File: config.mk
export PLATFORM = sky130hd
export DESIGN_NAME = dqf_front
export DESIGN_NICKNAME = d
export VERILOG_FILES = /design/src/rtl/dqf_pkg.sv /design/src/rtl/dqf_sync.sv /design/src/rtl/dqf_i2c_rx.sv /design/src/rtl/dqf_regbank.sv /design/src/rtl/dqf_front.sv
export SDC_FILE = /design/constraint.sdc
export NUM_CORES = 1
export LEC_CHECK = 0
export CORE_UTILIZATION = 58
export CTS_CLUSTER_DIAMETER = 60
export CTS_CLUSTER_SIZE = 8
export DETAILED_ROUTE_END_ITERATION = 8
export PLACE_DENSITY = 0.8
export SLEW_MARGIN = 25
export SYNTH_ARGS = -nofsm -noshare
export SYNTH_HDL_FRONTEND = slang
export SYNTH_HIERARCHICAL = 1
export SYNTH_SLANG_ARGS = --single-unit
File: constraint.sdc
create_clock -name clk -period 3.08 [get_ports clk]
set_input_delay 0.462 -clock clk [delete_from_list [all_inputs] [get_ports clk]]
set_output_delay 0.462 -clock clk [all_outputs]
set_load 0.01 [all_outputs]
File: src/rtl/dqf_pkg.sv
package dqf_pkg;
  localparam int unsigned BYTE_W      = 8;
  localparam int unsigned FRAME_BYTES = 4;
  localparam int unsigned CODE_W      = 12;
  localparam int unsigned LO_KEEP     = CODE_W - BYTE_W;

  localparam logic [3:0] OP_WRITE  = 4'h0;
  localparam logic [3:0] OP_UPDATE = 4'h1;
  localparam logic [3:0] OP_WRUPD  = 4'h3;
  localparam logic [3:0] OP_PWRDN  = 4'h4;
  localparam logic [3:0] CH_ALL    = 4'hF;

  typedef struct packed {
    logic [3:0] op;
    logic [3:0] ch;
  } cmd_t;

  typedef enum logic [1:0] {
    RX_IDLE,
    RX_RECV,
    RX_ACK,
    RX_SKIP
  } rx_state_e;
endpackage

File: src/rtl/dqf_sync.sv
module dqf_sync #(
  parameter int unsigned WIDTH   = 1,
  parameter int unsigned STAGES  = 2,
  parameter logic [WIDTH-1:0] RST_VAL = '0
) (
  input  logic             clk,
  input  logic             rst_n,
  input  logic [WIDTH-1:0] d,
  output logic [WIDTH-1:0] q
);
  logic [WIDTH-1:0] stage_q [STAGES];

  for (genvar s = 0; s < STAGES; s++) begin : g_stage
    if (s == 0) begin : g_first
      always_ff @(posedge clk or negedge rst_n) begin
        if (!rst_n) stage_q[s] <= RST_VAL;
        else        stage_q[s] <= d;
      end
    end else begin : g_next
      always_ff @(posedge clk or negedge rst_n) begin
        if (!rst_n) stage_q[s] <= RST_VAL;
        else        stage_q[s] <= stage_q[s-1];
      end
    end
  end

  assign q = stage_q[STAGES-1];
endmodule

File: src/rtl/dqf_i2c_rx.sv
module dqf_i2c_rx
  import dqf_pkg::*;
#(
  parameter int unsigned ADDR_W = 7
) (
  input  logic              clk,
  input  logic              rst_n,
  input  logic [ADDR_W-1:0] dev_addr,
  input  logic              scl_s,
  input  logic              sda_s,
  output logic              sda_oe,
  output logic              start_o,
  output logic              frame_done_o,
  output cmd_t              cmd_o,
  output logic [CODE_W-1:0] code_o
);
  localparam int unsigned BIDX_W = $clog2(FRAME_BYTES);
  localparam logic [BIDX_W-1:0] LAST_IDX = BIDX_W'(FRAME_BYTES - 1);
  localparam logic [3:0] BITS_PER_BYTE = 4'(BYTE_W);

  rx_state_e         state_q;
  logic              scl_q, sda_q;
  logic [3:0]        bit_cnt_q;
  logic [BIDX_W-1:0] byte_idx_q;
  logic [BYTE_W-1:0] shreg_q;
  logic [BYTE_W-1:0] cmd_q;
  logic [BYTE_W-1:0] hi_q;
  logic [LO_KEEP-1:0] lo_q;
  logic              done_q;

  logic scl_rise, scl_fall, start, stop, addr_hit;

  assign scl_rise = scl_s & ~scl_q;
  assign scl_fall = ~scl_s & scl_q;
  assign start    = scl_s & scl_q & sda_q & ~sda_s;
  assign stop     = scl_s & scl_q & ~sda_q & sda_s;
  assign addr_hit = (shreg_q[BYTE_W-1:1] == dev_addr) & ~shreg_q[0];

  always_ff @(posedge clk or negedge rst_n) begin
    if (!rst_n) begin
      scl_q <= 1'b1;
      sda_q <= 1'b1;
    end else begin
      scl_q <= scl_s;
      sda_q <= sda_s;
    end
  end

  always_ff @(posedge clk or negedge rst_n) begin
    if (!rst_n) begin
      state_q    <= RX_IDLE;
      bit_cnt_q  <= '0;
      byte_idx_q <= '0;
      shreg_q    <= '0;
      cmd_q      <= '0;
      hi_q       <= '0;
      lo_q       <= '0;
      done_q     <= 1'b0;
    end else begin
      done_q <= 1'b0;
      if (start) begin
        state_q    <= RX_RECV;
        bit_cnt_q  <= '0;
        byte_idx_q <= '0;
      end else if (stop) begin
        state_q <= RX_IDLE;
      end else begin
        case (state_q)
          RX_RECV: begin
            if (scl_rise && bit_cnt_q < BITS_PER_BYTE) begin
              shreg_q   <= {shreg_q[BYTE_W-2:0], sda_s};
              bit_cnt_q <= bit_cnt_q + 4'd1;
            end else if (scl_fall && bit_cnt_q == BITS_PER_BYTE) begin
              if (byte_idx_q == '0) begin
                state_q <= addr_hit ? RX_ACK : RX_SKIP;
              end else begin
                state_q <= RX_ACK;
                if (byte_idx_q == BIDX_W'(1))      cmd_q <= shreg_q;
                else if (byte_idx_q == BIDX_W'(2)) hi_q  <= shreg_q;
                else                               lo_q  <= shreg_q[BYTE_W-1 -: LO_KEEP];
                if (byte_idx_q == LAST_IDX) done_q <= 1'b1;
              end
            end
          end
          RX_ACK: begin
            if (scl_fall) begin
              bit_cnt_q <= '0;
              if (byte_idx_q == LAST_IDX) begin
                state_q <= RX_SKIP;
              end else begin
                state_q    <= RX_RECV;
                byte_idx_q <= byte_idx_q + BIDX_W'(1);
              end
            end
          end
          default: ;
        endcase
      end
    end
  end

  assign sda_oe       = (state_q == RX_ACK);
  assign start_o      = start;
  assign frame_done_o = done_q;
  assign cmd_o        = cmd_q;
  assign code_o       = {hi_q, lo_q};


  ack_edge_chk: assert property (@(posedge clk) disable iff (!rst_n)
    !$stable(sda_oe) |-> $past(scl_fall || start || stop));


  ack_slot_chk: assert property (@(posedge clk) disable iff (!rst_n)
    sda_oe |-> (bit_cnt_q == BITS_PER_BYTE));


  frame_len_chk: assert property (@(posedge clk) disable iff (!rst_n)
    done_q |-> (byte_idx_q == LAST_IDX && state_q == RX_ACK));
endmodule

File: src/rtl/dqf_regbank.sv
module dqf_regbank
  import dqf_pkg::*;
#(
  parameter int unsigned NUM_CH = 4
) (
  input  logic                     clk,
  input  logic                     rst_n,
  input  logic                     start_i,
  input  logic                     frame_done_i,
  input  cmd_t                     cmd_i,
  input  logic [CODE_W-1:0]        code_i,
  input  logic                     ldac_fall_i,
  input  logic                     ldac_low_i,
  output logic [NUM_CH*CODE_W-1:0] dac_code_o,
  output logic [NUM_CH-1:0]        pd_o
);
  localparam int unsigned CH_IDX_W = (NUM_CH > 1) ? $clog2(NUM_CH) : 1;
  localparam logic [3:0]  NUM_CH_NIB = 4'(NUM_CH);

  logic [CODE_W-1:0] in_q  [NUM_CH];
  logic [CODE_W-1:0] dac_q [NUM_CH];
  logic [NUM_CH-1:0] pd_q;
  logic [NUM_CH-1:0] sel;
  logic              armed_q;

  always_comb begin
    sel = '0;
    if (cmd_i.ch == CH_ALL)          sel = '1;
    else if (cmd_i.ch < NUM_CH_NIB)  sel[cmd_i.ch[CH_IDX_W-1:0]] = 1'b1;
  end

  always_ff @(posedge clk or negedge rst_n) begin
    if (!rst_n)                         armed_q <= 1'b0;
    else if (start_i)                   armed_q <= 1'b0;
    else if (frame_done_i)              armed_q <= 1'b1;
    else if (ldac_fall_i)               armed_q <= 1'b0;
  end

  for (genvar c = 0; c < NUM_CH; c++) begin : g_ch
    always_ff @(posedge clk or negedge rst_n) begin
      if (!rst_n) begin
        in_q[c]  <= '0;
        dac_q[c] <= '0;
        pd_q[c]  <= 1'b0;
      end else begin
        if (ldac_fall_i && armed_q) dac_q[c] <= in_q[c];
        if (frame_done_i && sel[c]) begin
          case (cmd_i.op)
            OP_WRITE:  in_q[c] <= code_i;
            OP_UPDATE: begin
              dac_q[c] <= in_q[c];
              pd_q[c]  <= 1'b0;
            end
            OP_WRUPD: begin
              in_q[c]  <= code_i;
              dac_q[c] <= code_i;
              pd_q[c]  <= 1'b0;
            end
            OP_PWRDN: if (!ldac_low_i) pd_q[c] <= 1'b1;
            default: ;
          endcase
        end
      end
    end

    assign dac_code_o[c*CODE_W +: CODE_W] = dac_q[c];
    assign pd_o[c] = pd_q[c] & ~ldac_low_i;


    load_copy_chk: assert property (@(posedge clk) disable iff (!rst_n)
      (ldac_fall_i && armed_q && !frame_done_i) |=> (dac_q[c] == $past(in_q[c])));


    no_stray_load_chk: assert property (@(posedge clk) disable iff (!rst_n)
      (ldac_fall_i && !armed_q && !frame_done_i) |=> $stable(dac_q[c]));


    pd_refused_chk: assert property (@(posedge clk) disable iff (!rst_n)
      (frame_done_i && ldac_low_i && cmd_i.op == OP_PWRDN) |=> $stable(pd_q[c]));


    wake_on_update_chk: assert property (@(posedge clk) disable iff (!rst_n)
      (frame_done_i && sel[c] && (cmd_i.op == OP_UPDATE || cmd_i.op == OP_WRUPD)) |=> !pd_q[c]);
  end
endmodule

File: src/rtl/dqf_front.sv
module dqf_front
  import dqf_pkg::*;
#(
  parameter int unsigned NUM_CH      = 4,
  parameter int unsigned ADDR_W      = 7,
  parameter int unsigned SYNC_STAGES = 2
) (
  input  logic                     clk,
  input  logic                     rst_n,
  input  logic [ADDR_W-1:0]        dev_addr,
  input  logic                     scl_i,
  input  logic                     sda_i,
  output logic                     sda_oe,
  input  logic                     ldac_n_i,
  output logic [NUM_CH*CODE_W-1:0] dac_code_o,
  output logic [NUM_CH-1:0]        pwrdn_o
);
  logic       scl_s, sda_s, ldac_s, ldac_prev_q;
  logic       start, frame_done, ldac_fall;
  cmd_t       cmd;
  logic [CODE_W-1:0] code;

  dqf_sync #(.WIDTH(3), .STAGES(SYNC_STAGES), .RST_VAL(3'b111)) i_sync (
    .clk   (clk),
    .rst_n (rst_n),
    .d     ({scl_i, sda_i, ldac_n_i}),
    .q     ({scl_s, sda_s, ldac_s})
  );

  always_ff @(posedge clk or negedge rst_n) begin
    if (!rst_n) ldac_prev_q <= 1'b1;
    else        ldac_prev_q <= ldac_s;
  end
  assign ldac_fall = ldac_prev_q & ~ldac_s;

  dqf_i2c_rx #(.ADDR_W(ADDR_W)) i_rx (
    .clk          (clk),
    .rst_n        (rst_n),
    .dev_addr     (dev_addr),
    .scl_s        (scl_s),
    .sda_s        (sda_s),
    .sda_oe       (sda_oe),
    .start_o      (start),
    .frame_done_o (frame_done),
    .cmd_o        (cmd),
    .code_o       (code)
  );

  dqf_regbank #(.NUM_CH(NUM_CH)) i_bank (
    .clk          (clk),
    .rst_n        (rst_n),
    .start_i      (start),
    .frame_done_i (frame_done),
    .cmd_i        (cmd),
    .code_i       (code),
    .ldac_fall_i  (ldac_fall),
    .ldac_low_i   (~ldac_s),
    .dac_code_o   (dac_code_o),
    .pd_o         (pwrdn_o)
  );


  quiet_bus_chk: assert property (@(posedge clk) disable iff (!rst_n)
    (!frame_done && !ldac_fall) |=> $stable(dac_code_o));
endmodule

# Yosys cells after proc, flatten, opt, wreduce, memory -nomap -nowiden
# Index checks and enable logic that the tools add are counted.
# word_totals
register_bits,147
in_bits,12
output_inout_bits,53
# op_classes
addsub,2
order_cmp,4
eq_ne,19
n_mux,47
bitwise,25
reduce_logical,33
# op_table
cell,n
$mux 12,8
$pmux 12 s2,4
$mux 2,12
$mux 4,6
$reduce_and 4->1,4
$reduce_and 8->1,2
$and 1x1->1,13
$mux 1,13
$not 1->1,12
$reduce_and 3->1,4
$eq 4x4->1 const B,2
$logic_and 1x1->1,8
$ne 4x1->1 const B,2
$pmux 4 s2,1
$reduce_and 2->1,4
$eq 7x7->1,1
$reduce_and 7->1,1
$eq 2x2->1 const B,3
$ne 3x1->1 const B,2
$reduce_bool 2->1,3
$reduce_bool 3->1,2
$add 4x1->4 const B,1
$eq 2x1->1 const B,2
$eq 4x1->1 const B,1
other kinds (17),19

# Logic depth before layout (Yosys ltp)
# Gate-level depths: netlist of the first run.
# logic_depth
word_depth,9
mapped_depth,7
mapped_depth_nobuf,6

# By module
# The synthesis of the first run kept the hierarchy.
# by_module_without_submodules
module,instances,cells_per_inst,area_each_um2,seq_area_each_um2
dqf_regbank,1,354,4977.3,2527.4
dqf_i2c_rx,1,153,1815.5,978.4
dqf_sync,1,9,180.2,157.7
dqf_front,1,3,36.3,26.3

# Least setup slack after synthesis of the first run
# Ideal clock, no wire load.
# synth_timing
path_type,register -> register
start,reg i_sync.stage_q (netlist bit i_sync/q[2])
end,reg i_rx.hi_q[0]
setup_time_ns,0.125
arrival_ns,2.099
required_ns,2.955
setup_slack_ns,0.856
stages_incl_launch_ff,7
path_buffers,2
period_less_slack_ns,2.224
cell_sequence,dfstp_2 -> buf_4 -> nand2b_2 -> or4_4 -> buf_6 -> nor4b_4 -> mux2_2
# synth_between
elab_chain_len,5
# synth_lines
item,line,source
from (decl),dqf_sync.sv:11,logic [WIDTH-1:0] stage_q [STAGES];
"from (signal, indexed assignment)",dqf_sync.sv:22,else stage_q[s] <= stage_q[s-1];
$and 1x1->1,"dqf_i2c_rx.sv:35, dqf_i2c_rx.sv:36",
$and 1x1->1 (on tied branches) (2 in series),"dqf_i2c_rx.sv:35, dqf_i2c_rx.sv:36",
$not 1->1 (no source line),--,
$reduce_and 8->1 (no source line) (*),--,
to (signal assigned),dqf_i2c_rx.sv:79,else if (byte_idx_q == BIDX_W'(2)) hi_q <= shreg_q;
to (decl),dqf_i2c_rx.sv:27,logic [BYTE_W-1:0] hi_q;
# Mark *: on every way between the ends. The rest lies on a longest branch, timed or not.
# A chain may end at the register's enable or synchronous reset.

# Worst setup path in the final report of the first run
# layout_timing
start,reg i_rx.scl_q
end,reg i_rx.hi_q[7]
# layout_between
elab_chain_len,5
# layout_lines
item,line,source
from (decl),dqf_i2c_rx.sv:22,"logic scl_q, sda_q;"
from (signal assigned),dqf_i2c_rx.sv:44,scl_q <= scl_s;
$and 1x1->1 or $not 1->1 (tied branches),"dqf_i2c_rx.sv:35, dqf_i2c_rx.sv:36, dqf_i2c_rx.sv:33",
$and 1x1->1 (on tied branches),"dqf_i2c_rx.sv:35, dqf_i2c_rx.sv:33, dqf_i2c_rx.sv:36",
"$and 1x1->1, or another cell as far along",dqf_i2c_rx.sv:35,assign start = scl_s & scl_q & sda_q & ~sda_s;
$not 1->1 (no source line),--,
$reduce_and 8->1 (no source line) (*),--,
# Marks and branches as above.

==> impl_metrics.toml, run 1 <==
[sta]
slew_headroom_pct = 36.7
fin_tns_setup_ps = 0
max_freq_ghz = 0.430
setup_viol = 0
period_share_pct = 75.5
worst_slack_ps = 755
fin_crit_ps = 2330
rsz0062_at_grt = "no"
clock_skew_ps = 5.39
worst_pin_slew_ps = 948
slew_viol_final = 0
hold_viol_final = 0

[synth]
ys_ff_latch = 147
syn_area_sq_um = 7010
synthCells = 519
synth_nets = 538
synth_area_leaders = "dfrtp_1 49%, mux2i_1 21%, mux2_2 7.7%"
synthArstFlopShare_pct = 100
yosysSeqAreaShare_pct = 52.6
yosysTopAreaCell = "dfrtp_1"
ys_types = 48
yosys_warnings = 6
syn_avg_cell_area_sq_um = 13.5
synth_edf_count = 0
synth_top_area_share_pct = 49.3
yosys_most_used_dff = "dfrtp_1"

[pwr]
p_seq_share_pct = 43.5
p_per_area_nw_per_um2 = 579
p_int_w = 0.00387
power.net_switching_w = 0.00104
p_comb_share_pct = 4.9
p_leak_nw = 4.05
power_frac_clock_pct = 51.7
switching_share_pct = 21.2
peakVddDrop_v = 0.000467

[placed_design]
dp_hpwl_microns = 9440
io_buffers = 64
dp_slack_ps = 766
gp_congestion = 0.832

[die]
start_util_pct = 60.4
rows = 39
core-area_sq_um = 11600
die_area_sq_um = 12500
die-width_microns = 112
pin_count = 65
die_h_microns = 112

[setup_path]
cp_num_cells = 4
endpoint = "i_rx/hi_q[7]"
critPathSlowestCell = "or4_4"
regToRegStartpoint = "i_rx/scl_q"
critical_path.max_stage_delay_ps = 600
crit_type = "register to register"
crit_start = "i_rx/scl_q"
required_ps = 3380
path_max_fanout = 8
end_kind = "register"
crit_buf_inv = 0
reg2reg_to = "i_rx/hi_q[7]"
cp.arrival_ps = 2630
cp_cell_sequence = "nand2b_2 -> or4_4 -> nor4b_4 -> mux2_2"
r2r_cells = 4
r2r_slack_ps = 750
crit_family = "simple AND/OR/NAND/NOR gates"
start_kind = "register"

[final_layout]
fillerInstances = 784
area.growth.synth_to_final_pct = 21.1
final_nets = 604
final_layout_size_suffix_gt1_share_pct = 22.7
diodes = 0
final_core_util_pct = 73.1

[drt]
num_vias = 4352
drc = 5
vias_per_cell = 5.87
drtIter0Drc = 197
dr.pass1.iters = 6
drt_wl_total_microns = 14600
post_drt_wl_per_cell_microns = 19.7
ant_nets = 0

[cts]
post_cts_buffers = 0
cts_tree = "done"
path_clk_slew_ps = 60
clock-sinks = 147
clk_path_buf_depth = 2
cts-hold-fix-buffers = 1
htree_levels = 4
cts_buffers = 17
ctsResizeCount = 0
clockRootBuffer = "clkbuf_16"
clock_latency_ps = 420

[status]
violations = "DRC"
outcome = "complete, but fails checks"

[worst_hold_path]
hold_class = "register to register"

[grt]
grt_usage_pct = 26.0
grt_max_degree = 74
grt_pass1_vias = 4711
antenna_found_initial = 0
grt_first_pass_wirelength_microns = 24700
grt-ovfl-total = 0

[run]
cap_violations = 0
[sequential cells by signal, summed over array words and instances (netlist names)]
| name | cells |
|---|---|
| i_sync/stage_q | 3 |
| i_rx/cmd_o | 8 |
| i_rx/shreg_q | 8 |
| i_bank/pd_q | 4 |
| i_bank/in_q | 48 |
| i_rx/hi_q | 8 |
| i_sync/q | 3 |
| i_bank/dac_code_o | 48 |
| i_rx/frame_done_o | 1 |
| i_rx/bit_cnt_q | 4 |
| i_rx/byte_idx_q | 2 |
| i_rx/scl_q | 1 |
| i_rx/sda_q | 1 |
| ldac_prev_q | 1 |
| i_bank/armed_q | 1 |
| i_rx/lo_q | 4 |
| i_rx/state_q | 2 |
[how the worst min path moves through the flow]
stage                                  from              to  slack, ps  cells past startpoint
after floorplan                       rst_n  i_bank/armed_q        170                      0
after detailed placement  i_sync/stage_q[4]     i_sync/q[1]        350                      0
after global placement    i_sync/stage_q[3]     i_sync/q[0]        350                      0
after global routing      i_sync/stage_q[3]     i_sync/q[0]        360                      0
after CTS                 i_sync/stage_q[5]     i_sync/q[2]        360                      0
final                     i_sync/stage_q[3]     i_sync/q[0]        360                      0
[routing by layer]
layer	up-vias	global-route usage [%]	part of all wire, %
met4	0	10.0	1.4
met3	15	4.74	3.4
li1	1978	-	-
met1	2253	33.9	44
met2	106	43.6	51
met5	-	0	0
[metrics by stage]
step           hold WS [ps]  std cells  area [sq um]  total power [W]
4_1_cts                 357        741          8490          0.00495
3_3_place_gp            347        708          7740          0.00239
3_5_place_dp            347        708          7740          0.00241
5_1_grt                 358        741          8490          0.00510
2_1_floorplan           166        519          7010          0.00227
6_report                355        741          8490          0.00492
[power groups by stage]
stage	clock network (W)	logic, W	registers, W
after detailed placement	0	0.000239	0.00217
after floorplan	0	0.000154	0.00212
after CTS	0.00258	0.000242	0.00214
after global routing	0.00268	0.000275	0.00215
final	0.00254	0.000239	0.00214
after global placement	0	0.000226	0.00216
[layout by cell type (no fill, tap or decap), types with 2 or more instances in the layout]
| master | instances |
|---|---|
| mux2_4 | 20 |
| nor4_1 | 3 |
| nor3_1 | 8 |
| clkbuf_16 | 17 |
| o21ai_0 | 3 |
| o211ai_2 | 2 |
| nor2_1 | 12 |
| buf_4 | 6 |
| clkinv_2 | 3 |
| ha_1 | 7 |
| nor2_2 | 4 |
| nor4b_1 | 2 |
| dfstp_2 | 9 |
| nand2b_1 | 2 |
| clkinvlp_4 | 2 |
| dfrtp_1 | 137 |
| bufinv_16 | 9 |
| mux2_2 | 48 |
| clkdlybuf4s50_1 | 63 |
| nand3_1 | 2 |
| nand2b_4 | 2 |
| inv_1 | 12 |
| xor2_1 | 7 |
| nand2_1 | 31 |
| o22ai_1 | 4 |
| mux2i_1 | 146 |
| a21oi_1 | 3 |
| buf_12 | 2 |
| xnor2_1 | 4 |
| and3_1 | 2 |
[synth_stat cells, types with 5 or more instances]
library cell / count
buf_2: 10
mux2_2: 48
buf_4: 7
nand2_1: 32
xor2_1: 7
inv_1: 12
dfstp_2: 9
nor2_1: 12
ha_1: 7
mux2i_1: 146
dfrtp_1: 138
buf_6: 5
mux2_4: 20
nor3_1: 8
[final cells by class]
| cell class | count | area [sq um] | share of cell area, % |
|---|---|---|---|
| clock buffers | 17 | 425 | 5.01 |
| clock inverters | 15 | 309 | 3.64 |
| inverters | 12 | 45.0 | 0.531 |
| multi-input cells | 334 | 3100 | 36.6 |
| flip-flops and latches | 147 | 3690 | 43.5 |
| well taps | 143 | 179 | 2.11 |
| repair buffers | 73 | 737 | 8.68 |
[logic make-up after synthesis]
| group | after synthesis | share of synthesized area, % |
|---|---|---|
| compound gates | 17 | 1.71 |
| mux | 215 | 33.0 |
| simple gates | 84 | 6.89 |
| fa+ha+maj | 7 | 1.25 |
| xor+xnor | 11 | 1.37 |
| flops | 147 | 52.6 |
| buf+inv | 38 | 3.12 |
(Power assumes the default switching activity.)
==> run 2: changes to the inputs <==
--- a/config.mk
+++ b/config.mk
@@ -5,11 +5,11 @@
 export SDC_FILE = /design/constraint.sdc
 export NUM_CORES = 1
 export LEC_CHECK = 0
-export CORE_UTILIZATION = 58
+export CORE_UTILIZATION = 52
 export CTS_CLUSTER_DIAMETER = 60
 export CTS_CLUSTER_SIZE = 8
 export DETAILED_ROUTE_END_ITERATION = 8
-export PLACE_DENSITY = 0.8
+export PLACE_DENSITY = 0.76
 export SLEW_MARGIN = 25
 export SYNTH_ARGS = -nofsm -noshare
 export SYNTH_HDL_FRONTEND = slang
==> constraint.sdc (replaced) <==
create_clock -name clk -period 2 [get_ports clk]
set_input_delay 0.3 -clock clk [delete_from_list [all_inputs] [get_ports clk]]
set_output_delay 0.3 -clock clk [all_outputs]
set_load 0.01 [all_outputs]
==> impl_metrics.toml, run 2 (synthesized netlist as in run 1, its figures left out) <==
[drt]
dr.pass1.iters = 4
drc = 0
drtIter0Drc = 204
vias_per_cell = 5.47
num_vias = 4347
ant_nets = 0
post_drt_wl_per_cell_microns = 18.3
drt_wl_total_microns = 14600

[sta]
setup_viol = 9
period_share_pct = 104
max_freq_ghz = 0.479
worst_pin_slew_ps = 476
holdWs_ps = 284
clock_skew_ps = 5.30
rsz0062_at_grt = "yes"
slew_headroom_pct = 67.9
worst_slack_ps = -89.5
hold_viol_final = 0
slew_viol_final = 0
fin_crit_ps = 2090

[grt]
grt-ovfl-total = 0
antenna_found_initial = 0
grt_usage_pct = 22.7
grt_pass1_vias = 4595
grt_first_pass_wirelength_microns = 24200
grt_max_degree = 59

[pwr]
peakVddDrop_v = 0.000503
p_leak_nw = 4.15
p_per_area_nw_per_um2 = 794

[die]
rows = 42
start_util_pct = 53.1
pin_count = 65
die_area_sq_um = 13900
die_h_microns = 118
die-width_microns = 118
core-area_sq_um = 13200

[cts]
clock-sinks = 147
clockRootBuffer = "clkbuf_16"
clock_latency_ps = 420
htree_levels = 4
path_clk_slew_ps = 60
cts_tree = "done"
clk_path_buf_depth = 2
cts_buffers = 17

[status]
violations = "setup timing"
outcome = "complete, but fails checks"

[final_layout]
diodes = 0
final_layout_size_suffix_gt1_share_pct = 24.6
multi_input_area_sq_um = 3150
ff_latch_area_sq_um = 3690
finalNonFillerCells = 794
fillerInstances = 983
area.growth.synth_to_final_pct = 23.3
final_common_cell = "mux2i_1"
layout_common_cells = "146 x mux2i_1, 137 x dfrtp_1, 58 x clkdlybuf4s50_1"
final_nets = 625

[setup_path]
cp.arrival_ps = 2390
critPathSlowestCell = "or4_4"
crit_buf_inv = 2
cp_cell_sequence = "inv_1 -> ha_1 -> nand2_1 -> or4_4 -> nor4b_4 -> buf_6 -> mux2_2"
critical_path.max_stage_delay_ps = 550
path_max_fanout = 8
required_ps = 2300
crit_family = "simple AND/OR/NAND/NOR gates"
start_kind = "register"
r2r_slack_ps = -90
crit_type = "register to register"
end_kind = "register"

[placed_design]
gp_congestion = 0.801
io_buffers = 64
numPlacedInstances = 760
dp_hpwl_microns = 9620

[run]
cap_violations = 0

[worst_hold_path]
hold_class = "input pin to register"
-- run 2: routing by layer --
layer | global-route usage (%) | wire, microns
met1 | 28.7 | 6500
met5 | 0 | 0
met3 | 3.97 | 313
met2 | 38.8 | 7510
met4 | 8.65 | 240
-- run 2: report_power, final --
group | leakage, nW | internal (W) | total (W) | switching (W)
logic | 1.86 | 0.000222 | 0.000467 | 0.000246
registers | 2.01 | 0.00310 | 0.00327 | 0.000170
clock network | 0.287 | 0.00199 | 0.00313 | 0.00113
-- run 2: timing repair --
| item | in CTS | in global routing |
|---|---|---|
| hold buffers | 1 | 0 |
| endpoints found under the setup margin | 22 | 21 |
| resized for setup | 6 | 1 |
| hold endpoints to repair | 26 | 0 |
| buffers inserted | 1 | 1 |
-- run 2: worst reg2reg max path: stages, from the launching register on --
cell     delay, ps
dfrtp_1        380
inv_1           60
ha_1           140
nand2_1         70
or4_4          550
nor4b_4        270
buf_6          180
mux2_2         340
-- run 2: worst paths after layout --
check                                        from           endpoint  depth (start not counted)
worst min register to register  i_sync/stage_q[3]        i_sync/q[0]                          0
min in group asynchronous                   rst_n    i_bank/in_q[13]                          2
worst max register to register  i_rx/bit_cnt_q[0]       i_rx/hi_q[4]                          7
worst max-delay path            i_rx/bit_cnt_q[0]       i_rx/hi_q[4]                          7
max in group asynchronous                   rst_n      i_rx/cmd_o[5]                          3
worst min-delay path                        scl_i  i_sync/stage_q[5]                          1
-- run 2: cell type report --
cell class	instances	share of cell area, %
clock inverter	4	0.811
inverter	12	0.521
clock buffer	27	5.94
timing repair buffer	94	11.0
multi-input combinational	334	36.4
tap	176	2.55
sequential	147	42.7
-- run 2: metrics by stage --
step	power (W)	instance area [sq um]	TNS (ps)	setup slack [ps]	util, %
6_report	0.00686	8640	-610	-89.5	65.5
5_1_grt	0.00713	8640	-1350	-129	65.5
4_1_cts	0.00692	8630	-648	-83.1	65.4
3_5_place_dp	0.00377	8030	-539	-80.3	60.9
3_3_place_gp	0.00375	8030	-205	-30.4	60.9
2_1_floorplan	0.00351	7050	-3420	-206	-
==> run 3: changes to the inputs <==
--- a/config.mk
+++ b/config.mk
@@ -5,11 +5,13 @@
 export SDC_FILE = /design/constraint.sdc
 export NUM_CORES = 1
 export LEC_CHECK = 0
+export CORE_MARGIN = 2
 export CORE_UTILIZATION = 52
 export CTS_CLUSTER_DIAMETER = 60
 export CTS_CLUSTER_SIZE = 8
 export DETAILED_ROUTE_END_ITERATION = 8
 export PLACE_DENSITY = 0.76
+export RECOVER_POWER = 100
 export SLEW_MARGIN = 25
 export SYNTH_ARGS = -nofsm -noshare
 export SYNTH_HDL_FRONTEND = slang
==> impl_metrics.toml, run 3 (synthesized netlist as in run 1, its figures left out) <==
[pwr]
p_per_area_nw_per_um2 = 817
p_seq_share_pct = 47.2
switching_share_pct = 23.8
power_frac_clock_pct = 46.4
p_int_w = 0.00529
p_leak_nw = 4.24
power.net_switching_w = 0.00166
peakVddDrop_v = 0.000546
p_comb_share_pct = 6.4

[setup_path]
cp.arrival_ps = 2370
regToRegStartpoint = "i_rx/bit_cnt_q[0]"
crit_start = "i_rx/bit_cnt_q[0]"
path_max_fanout = 8
crit_type = "register to register"
end_kind = "register"
required_ps = 2300
start_kind = "register"

[sta]
clock_skew_ps = 7.41
period_share_pct = 103
hold_viol_final = 0
slew_headroom_pct = 20.2
fin_crit_ps = 2070
max_freq_ghz = 0.483
worst_slack_ps = -68.3
setup_viol = 13
rsz0062_at_grt = "yes"
worst_pin_slew_ps = 1200
slew_viol_final = 0
holdWs_ps = 358

[drt]
vias_per_cell = 5.54
post_drt_wl_per_cell_microns = 18.9
num_vias = 4382
dr.pass1.iters = 4
drtIter0Drc = 323
drc = 0
ant_nets = 0
drt_wl_total_microns = 14900

[die]
die_h_microns = 120
die-width_microns = 120
pin_count = 65
rows = 42
start_util_pct = 53.1
core-area_sq_um = 13200
die_area_sq_um = 14400

[placed_design]
gp_congestion = 0.832
io_buffers = 64
numPlacedInstances = 757
dp_hpwl_microns = 9680

[grt]
grt_max_degree = 51
grt_usage_pct = 22.3
grt_pass1_vias = 4719
grt-ovfl-total = 0
grt_first_pass_wirelength_microns = 24600
antenna_found_initial = 0

[status]
violations = "setup timing"
outcome = "complete, but fails checks"

[cts]
cts_tree = "done"
htree_levels = 4
cts_buffers = 17
path_clk_slew_ps = 60
clock_latency_ps = 420
clk_path_buf_depth = 2
clockRootBuffer = "clkbuf_16"
clock-sinks = 147

[final_layout]
finalNonFillerCells = 791
final_nets = 621
diodes = 0
final_layout_size_suffix_gt1_share_pct = 22.3
area.growth.synth_to_final_pct = 21.2
final_common_cell = "mux2i_1"
layout_common_cells = "146 x mux2i_1, 137 x dfrtp_1, 52 x dlygate4sd3_1"

[worst_hold_path]
hold_class = "register to register"
hold_start = "i_sync/stage_q[5]"

[run]
cap_violations = 0
==> run 3: critical path, cell delays in order (launching register included) <==
cell,delay (ps)
dfrtp_1,370
inv_1,60
ha_1,160
nand2_2,70
or4_4,530
nor4b_4,250
buf_6,170
mux2_2,340
==> run 3: what timing repair did <==
| item | in CTS | in global routing |
|---|---|---|
| endpoints found under the setup margin | 25 | 30 |
| gates resized for setup | 7 | 0 |
| setup buffers | 1 | 0 |
| pin swaps | 0 | 1 |
| hold endpoints to repair | 40 | 0 |
| hold buffers | 1 | 0 |
==> run 3: area by class of cell <==
cell class / instances / area [sq um]
fillers: 1009 / 4700
flip-flops and latches: 147 / 3690
multi-input cells: 334 / 3090
repair buffers: 90 / 848
clock buffers: 18 / 439
well taps: 176 / 220
clock inverters: 14 / 163
inverters: 12 / 45.0
==> run 3: metrics by stage <==
| step | setup WS, ps | utilization (%) | cell area, sq um | TNS [ps] | power (W) |
|---|---|---|---|---|---|
| after floorplan | -206 | - | 7050 | -3420 | 0.00351 |
| after global placement | -32.7 | 60.5 | 7980 | -232 | 0.00375 |
| after detailed placement | -107 | 60.5 | 7980 | -1080 | 0.00378 |
| after CTS | -80.9 | 65.2 | 8600 | -733 | 0.00701 |
| after global routing | -129 | 64.4 | 8490 | -1780 | 0.00722 |
| final | -68.3 | 64.4 | 8490 | -497 | 0.00694 |
==> run 3: worst paths after layout <==
path	end	slack, ps	cells after the start
setup / recovery	i_rx/hi_q[3]	-70	7
hold / removal	i_sync/q[2]	360	0
setup reg to reg	i_rx/hi_q[3]	-70	7
hold reg to reg	i_sync/q[2]	360	0
max in group asynchronous	i_sync/q[2]	290	3
min in group asynchronous	i_bank/dac_code_o[11]	670	2
==> run 3: power by group through the flow <==
stage	sequential, W	combinational [W]	clock [W]
after CTS	0.00328	0.000465	0.00327
after detailed placement	0.00333	0.000457	0
after floorplan	0.00327	0.000240	0
final	0.00328	0.000445	0.00322
after global placement	0.00331	0.000435	0
after global routing	0.00329	0.000514	0.00341
==> run 3: layer usage <==
layer | up-vias | track usage (%) | wire length [microns]
li1 | 2017 | - | -
met1 | 2265 | 29.5 | 6700
met2 | 85 | 36.9 | 7510
met3 | 15 | 5.04 | 523
met4 | 0 | 6.54 | 193
met5 | - | 0 | 0
